**src/rtl/ptp_tod_pkg.sv**
```systemverilog
package ptp_tod_pkg;
  localparam int unsigned DATA_W = 32;
  localparam int unsigned TIME_W = 2 * DATA_W;
  localparam int unsigned FRAC_W = DATA_W;
  localparam int unsigned INT_W  = DATA_W;
  localparam int unsigned ADDR_W = 3;

  typedef enum logic [ADDR_W-1:0] {
    REG_CTRL    = 3'd0,
    REG_TIME_LO = 3'd1,
    REG_TIME_HI = 3'd2,
    REG_INC_LO  = 3'd3,
    REG_INC_HI  = 3'd4,
    REG_STEP_LO = 3'd5,
    REG_STEP_HI = 3'd6
  } reg_sel_e;

  typedef struct packed {
    logic              load;
    logic              step;
    logic [TIME_W-1:0] value;
  } time_cmd_t;
endpackage

```
**src/rtl/ptp_reg_ctrl.sv**
```systemverilog
module ptp_reg_ctrl
  import ptp_tod_pkg::*;
#(
  parameter logic [TIME_W-1:0] RESET_INC = 64'h0000_0001_9999_9999
) (
  input  logic              clk_i,
  input  logic              rst_ni,
  input  logic              wr_i,
  input  logic [ADDR_W-1:0] addr_i,
  input  logic [DATA_W-1:0] wdata_i,
  output logic              en_o,
  output logic [INT_W-1:0]  inc_int_o,
  output logic [FRAC_W-1:0] inc_frac_o,
  output logic [DATA_W-1:0] pend_time_lo_o,
  output time_cmd_t         cmd_o
);
  logic              en_q;
  logic [TIME_W-1:0] inc_q;
  logic [DATA_W-1:0] pend_time_q, pend_inc_q, pend_step_q;

  always_ff @(posedge clk_i or negedge rst_ni) begin
    if (!rst_ni) begin
      en_q        <= 1'b0;
      inc_q       <= RESET_INC;
      pend_time_q <= '0;
      pend_inc_q  <= '0;
      pend_step_q <= '0;
    end else if (wr_i) begin
      unique case (addr_i)
        REG_CTRL:    en_q        <= wdata_i[0];
        REG_TIME_LO: pend_time_q <= wdata_i;
        REG_INC_LO:  pend_inc_q  <= wdata_i;
        REG_INC_HI:  inc_q       <= {wdata_i, pend_inc_q};
        REG_STEP_LO: pend_step_q <= wdata_i;
        default: ;
      endcase
    end
  end

  always_comb begin
    cmd_o       = '0;
    cmd_o.load  = wr_i && (addr_i == REG_TIME_HI);
    cmd_o.step  = wr_i && (addr_i == REG_STEP_HI);
    cmd_o.value = cmd_o.step ? {wdata_i, pend_step_q} : {wdata_i, pend_time_q};
  end

  assign en_o           = en_q;
  assign inc_int_o      = inc_q[TIME_W-1:FRAC_W];
  assign inc_frac_o     = inc_q[FRAC_W-1:0];
  assign pend_time_lo_o = pend_time_q;
endmodule

```
**src/rtl/ptp_time_accum.sv**
```systemverilog
module ptp_time_accum
  import ptp_tod_pkg::*;
(
  input  logic              clk_i,
  input  logic              rst_ni,
  input  logic              en_i,
  input  logic [INT_W-1:0]  inc_int_i,
  input  logic [FRAC_W-1:0] inc_frac_i,
  input  time_cmd_t         cmd_i,
  output logic [TIME_W-1:0] time_o
);
  logic [TIME_W-1:0] ns_q;
  logic [FRAC_W-1:0] frac_q;
  logic [FRAC_W:0]   frac_sum;
  logic [TIME_W-1:0] tick_add, step_add;

  always_comb begin
    frac_sum = {1'b0, frac_q} + (en_i ? {1'b0, inc_frac_i} : '0);
    tick_add = en_i ? (TIME_W'(inc_int_i) + TIME_W'(frac_sum[FRAC_W])) : '0;
    step_add = cmd_i.step ? cmd_i.value : '0;
  end

  always_ff @(posedge clk_i or negedge rst_ni) begin
    if (!rst_ni) begin
      ns_q   <= '0;
      frac_q <= '0;
    end else if (cmd_i.load) begin
      // Load wins over the tick: that cycle's increment is dropped
      ns_q   <= cmd_i.value;
      frac_q <= '0;
    end else begin
      ns_q   <= ns_q + tick_add + step_add;
      frac_q <= frac_sum[FRAC_W-1:0];
    end
  end

  assign time_o = ns_q;
endmodule

```
**src/rtl/ptp_rd_port.sv**
```systemverilog
module ptp_rd_port
  import ptp_tod_pkg::*;
(
  input  logic              clk_i,
  input  logic              rst_ni,
  input  logic              rd_i,
  input  logic [ADDR_W-1:0] addr_i,
  input  logic [TIME_W-1:0] time_i,
  input  logic              en_i,
  input  logic [INT_W-1:0]  inc_int_i,
  input  logic [FRAC_W-1:0] inc_frac_i,
  output logic [TIME_W-1:0] snap_o,
  output logic [DATA_W-1:0] rdata_o,
  output logic              rvalid_o
);
  logic [TIME_W-1:0] snap_q;
  logic [DATA_W-1:0] rdata_q;
  logic              rvalid_q;
  logic [DATA_W-1:0] rd_mux;

  always_comb begin
    unique case (addr_i)
      REG_CTRL:    rd_mux = DATA_W'(en_i);
      REG_TIME_LO: rd_mux = time_i[DATA_W-1:0];
      REG_TIME_HI: rd_mux = snap_q[TIME_W-1:DATA_W];
      REG_INC_LO:  rd_mux = inc_frac_i;
      REG_INC_HI:  rd_mux = inc_int_i;
      default:     rd_mux = '0;
    endcase
  end

  always_ff @(posedge clk_i or negedge rst_ni) begin
    if (!rst_ni) begin
      snap_q   <= '0;
      rdata_q  <= '0;
      rvalid_q <= 1'b0;
    end else begin
      rvalid_q <= rd_i;
      if (rd_i) rdata_q <= rd_mux;
      if (rd_i && addr_i == REG_TIME_LO) snap_q <= time_i;
    end
  end

  assign snap_o   = snap_q;
  assign rdata_o  = rdata_q;
  assign rvalid_o = rvalid_q;
endmodule

```
**src/rtl/ptp_tod_counter.sv**
```systemverilog
module ptp_tod_counter
  import ptp_tod_pkg::*;
#(
  parameter logic [TIME_W-1:0] RESET_INC = 64'h0000_0001_9999_9999
) (
  input  logic              clk_i,
  input  logic              rst_ni,
  input  logic              wr_i,
  input  logic              rd_i,
  input  logic [ADDR_W-1:0] addr_i,
  input  logic [DATA_W-1:0] wdata_i,
  output logic [DATA_W-1:0] rdata_o,
  output logic              rvalid_o,
  output logic [TIME_W-1:0] time_o
);
  logic              en_w;
  logic [INT_W-1:0]  inc_int_w;
  logic [FRAC_W-1:0] inc_frac_w;
  logic [DATA_W-1:0] pend_time_lo_w;
  logic [TIME_W-1:0] snap_w;
  time_cmd_t         cmd_w;

  ptp_reg_ctrl #(.RESET_INC(RESET_INC)) u_ctrl (
    .clk_i, .rst_ni, .wr_i, .addr_i, .wdata_i,
    .en_o(en_w), .inc_int_o(inc_int_w), .inc_frac_o(inc_frac_w),
    .pend_time_lo_o(pend_time_lo_w), .cmd_o(cmd_w)
  );

  ptp_time_accum u_accum (
    .clk_i, .rst_ni, .en_i(en_w), .inc_int_i(inc_int_w),
    .inc_frac_i(inc_frac_w), .cmd_i(cmd_w), .time_o
  );

  ptp_rd_port u_rd (
    .clk_i, .rst_ni, .rd_i, .addr_i, .time_i(time_o), .en_i(en_w),
    .inc_int_i(inc_int_w), .inc_frac_i(inc_frac_w),
    .snap_o(snap_w), .rdata_o, .rvalid_o
  );
endmodule

```
**config.mk**
```make
export PLATFORM = sky130hd
export DESIGN_NAME = ptp_tod_counter
export DESIGN_NICKNAME = d
export VERILOG_FILES = /design/src/rtl/ptp_tod_pkg.sv /design/src/rtl/ptp_reg_ctrl.sv /design/src/rtl/ptp_time_accum.sv /design/src/rtl/ptp_rd_port.sv /design/src/rtl/ptp_tod_counter.sv
export SDC_FILE = /design/constraint.sdc
export NUM_CORES = 1
export LEC_CHECK = 0
export ABC_AREA = 1
export BUFFER_PORTS_ARGS = -buffer_cell sky130_fd_sc_hd__buf_4
export CORE_MARGIN = 2
export CORE_UTILIZATION = 45
export CTS_BUF_LIST = sky130_fd_sc_hd__clkbuf_16
export CTS_CLUSTER_SIZE = 24
export DETAILED_ROUTE_END_ITERATION = 12
export PLACE_DENSITY = 0.73
export SYNTH_ARGS = -nofsm -noshare
export SYNTH_HDL_FRONTEND = slang
export SYNTH_HIERARCHICAL = 1
export SYNTH_SLANG_ARGS = --single-unit
```
**constraint.sdc**
```tcl
create_clock -name clk_i -period 7.8 [get_ports clk_i]
set_input_delay 0.39 -clock clk_i [delete_from_list [all_inputs] [get_ports clk_i]]
set_output_delay 0.39 -clock clk_i [all_outputs]
set_load 0.02 [all_outputs]
```
==> flow_metrics.tcl <==
set metrics [dict create \
    syn_nets 3933 \
    fmax_mhz 149 \
    slowest_delay_ns 0.83 \
    reg2reg_setup_slack_ns 1.11 \
    worstMarginPinSlew_ns 1.18 \
    placed_cell_area_um2 25700 \
    report.final.slew_viol_count 0 \
    rows 85 \
    clock_insertion_delay_worst_skew_ns 0.58 \
    grt_pass1_vias 23400 \
    syn_area_um2 24500 \
    core_area_um2 53800 \
    regArea_um2 8080 \
    hp-class "in2reg" \
    rsz0062_at_grt "false" \
    leakage_nw 15.7 \
    areaGrowthSynthToFinish_pct 9.89 \
    io_pins 136 \
    cts_tree "yes" \
    nFillCells 5568 \
    cts_sinks 322 \
    firstDrtPassIters 8 \
    finClkSkew_ns 0.0282 \
    diodes 0 \
    vdd_ir_drop_max_uv 166 \
    crit_arrival_ns 7.14 \
    place_congestion 1.03 \
    nNetsFinal 3975 \
    multiInputGateArea_um2 13500 \
    setup_viol 0 \
    clk_pin_slew_worst_paths_ns 0.06 \
    critPathMaxFanout 25 \
    grt_overflow 0 \
    antenna_found_initial 2 \
    place.detailed.hpwl_mm 68.6 \
    status "finished clean" \
    port_buffers 135 \
    htreeDepth 2 \
    post-place-ws_ns 1.20 \
    cts_root_buf "clkbuf_16" \
    drc 0 \
    min_period_over_period_pct 85.8 \
    slew_headroom_pct 20.9 \
    vias 24600 \
    grtUsageTotal_pct 31.9 \
    cts_made_buffers 38 \
    cp_common_cell "nand2_1" \
    crit_slowest_cell "dfrtp_1" \
    syn_area_per_cell_um2 6.57 \
    routed_wl_mm 90.0 \
    synth_cells 3733 \
    final_area_um2 26900 \
    die_width_um 237 \
    die_area_um2 56400 \
    clock_path_buffers 3 \
    hold_viol 0 \
    fin_crit_ns 6.69 \
    worst_ep_required_time_ns 8.25 \
    grt_pass1_wl_mm 138 \
    crit_path_end_kind "flip-flop" \
    postRouteAntennaNets 0 \
    drive_gt1_share_pct 9.02 \
    vias_per_cell 5.46 \
    chipHeight_um 237 \
    reg2reg_depth 38 \
    grt_max_degree 145 \
    yosysWarnings 6 \
    hold_depth 3 \
    powerDensity_nw_per_um2 299 \
    worstSetupPathType "reg2reg" \
    finalSetupTns_ns 0 \
    start_util_pct 45.6 \
    drt_iter0_drc 2619 \
    worst_slack_ns 1.11 \
    max-cap-violations 0 \
    start_kind "flip-flop" \
    wl_per_cell_um 20.0 \
]
[worst max-delay path, delay by kind of cell (launching register included)]
kind | cells | cell delay [ns]
buffers and inverters | 3 | 0.51
adders and majority gates | 4 | 1.50
AOI/OAI and AO/OA | 3 | 0.37
and+or+nand+nor | 28 | 3.34
DFF | 1 | 0.83
[layout make-up]
| class | count | area share (%) |
|---|---|---|
| multi-input cells | 2716 | 50.3 |
| flip-flops and latches | 322 | 30.0 |
| inverters | 534 | 7.45 |
| repair buffers | 163 | 4.63 |
| clock buffers | 39 | 3.62 |
| well taps | 696 | 3.23 |
| clock inverters | 30 | 0.799 |
[power by group]
part	switching, mW	internal, mW
clock	0.779	0.980
combinational	2.26	1.21
sequential	0.613	2.20
total	3.66	4.38
[flip-flops by register name, indices dropped and copies added, names as in the netlist, 32 cells and up]
name and count:
u_accum/time_o 64, u_ctrl/pend_time_lo_o 32, u_ctrl/pend_step_q 32, u_ctrl/pend_inc_q 32
u_accum/frac_q 32, u_rd/snap_o 32, u_rd/rdata_o 32, u_ctrl/inc_q 64
[routing by layer]
layer / track usage (%) / wire (um) / vias to the layer above
met3: 5.28 / 7800 / 241
li1: - / - / 11700
met1: 42.5 / 36900 / 11500
met4: 14.5 / 4240 / 4
met2: 51.2 / 41100 / 1146
met5: 0 / 31 / -
[final timing paths]
check                                          start                   endpoint
min                                      wdata_i[27]      u_ctrl/pend_inc_q[27]
max                                      u_ctrl/en_o         u_accum/time_o[60]
min reg2reg                u_ctrl/pend_time_lo_o[13]  u_ctrl/pend_time_lo_o[13]
max reg2reg                              u_ctrl/en_o         u_accum/time_o[60]
min in group asynchronous                     rst_ni              u_rd/rvalid_o
max in group asynchronous                     rst_ni         u_accum/time_o[56]
[cell usage in the layout (no fill, tap or decap), drive strengths merged, types with 5 or more instances in the layout]
master and n:
a21o 5, a21oi 114, buf 162, clkbuf 39
clkinv 17, clkinvlp 5, dfrtp 305, dfstp 17
fa 35, ha 126, inv 540, nand2 1568
nand3 284, nand3b 7, nand4 90, nor2 238
nor3 36, nor4 7, o21ai 142, o21bai 7
or2 9, xnor2 23, xor2 7
[repair_timing]
item / in CTS / in global routing
resized for setup: 0 / 0
endpoints found under the hold margin: 105 / 0
setup buffers: 0 / 0
hold buffers: 1 / 0
[per-stage QoR]
step | cells | power [mW] | util [%] | hold WS (ns)
floorplan | 3733 | 4.87 | - | 0.0944
global placement | 4430 | 6.19 | 47.8 | 0.453
detailed placement | 4430 | 6.22 | 47.8 | 0.459
CTS | 4500 | 8.01 | 50.1 | 0.0861
global route | 4500 | 8.55 | 50.1 | 0.126
finish | 4500 | 8.04 | 50.1 | 0.107
Note: power is estimated with default switching activity, not from simulation.
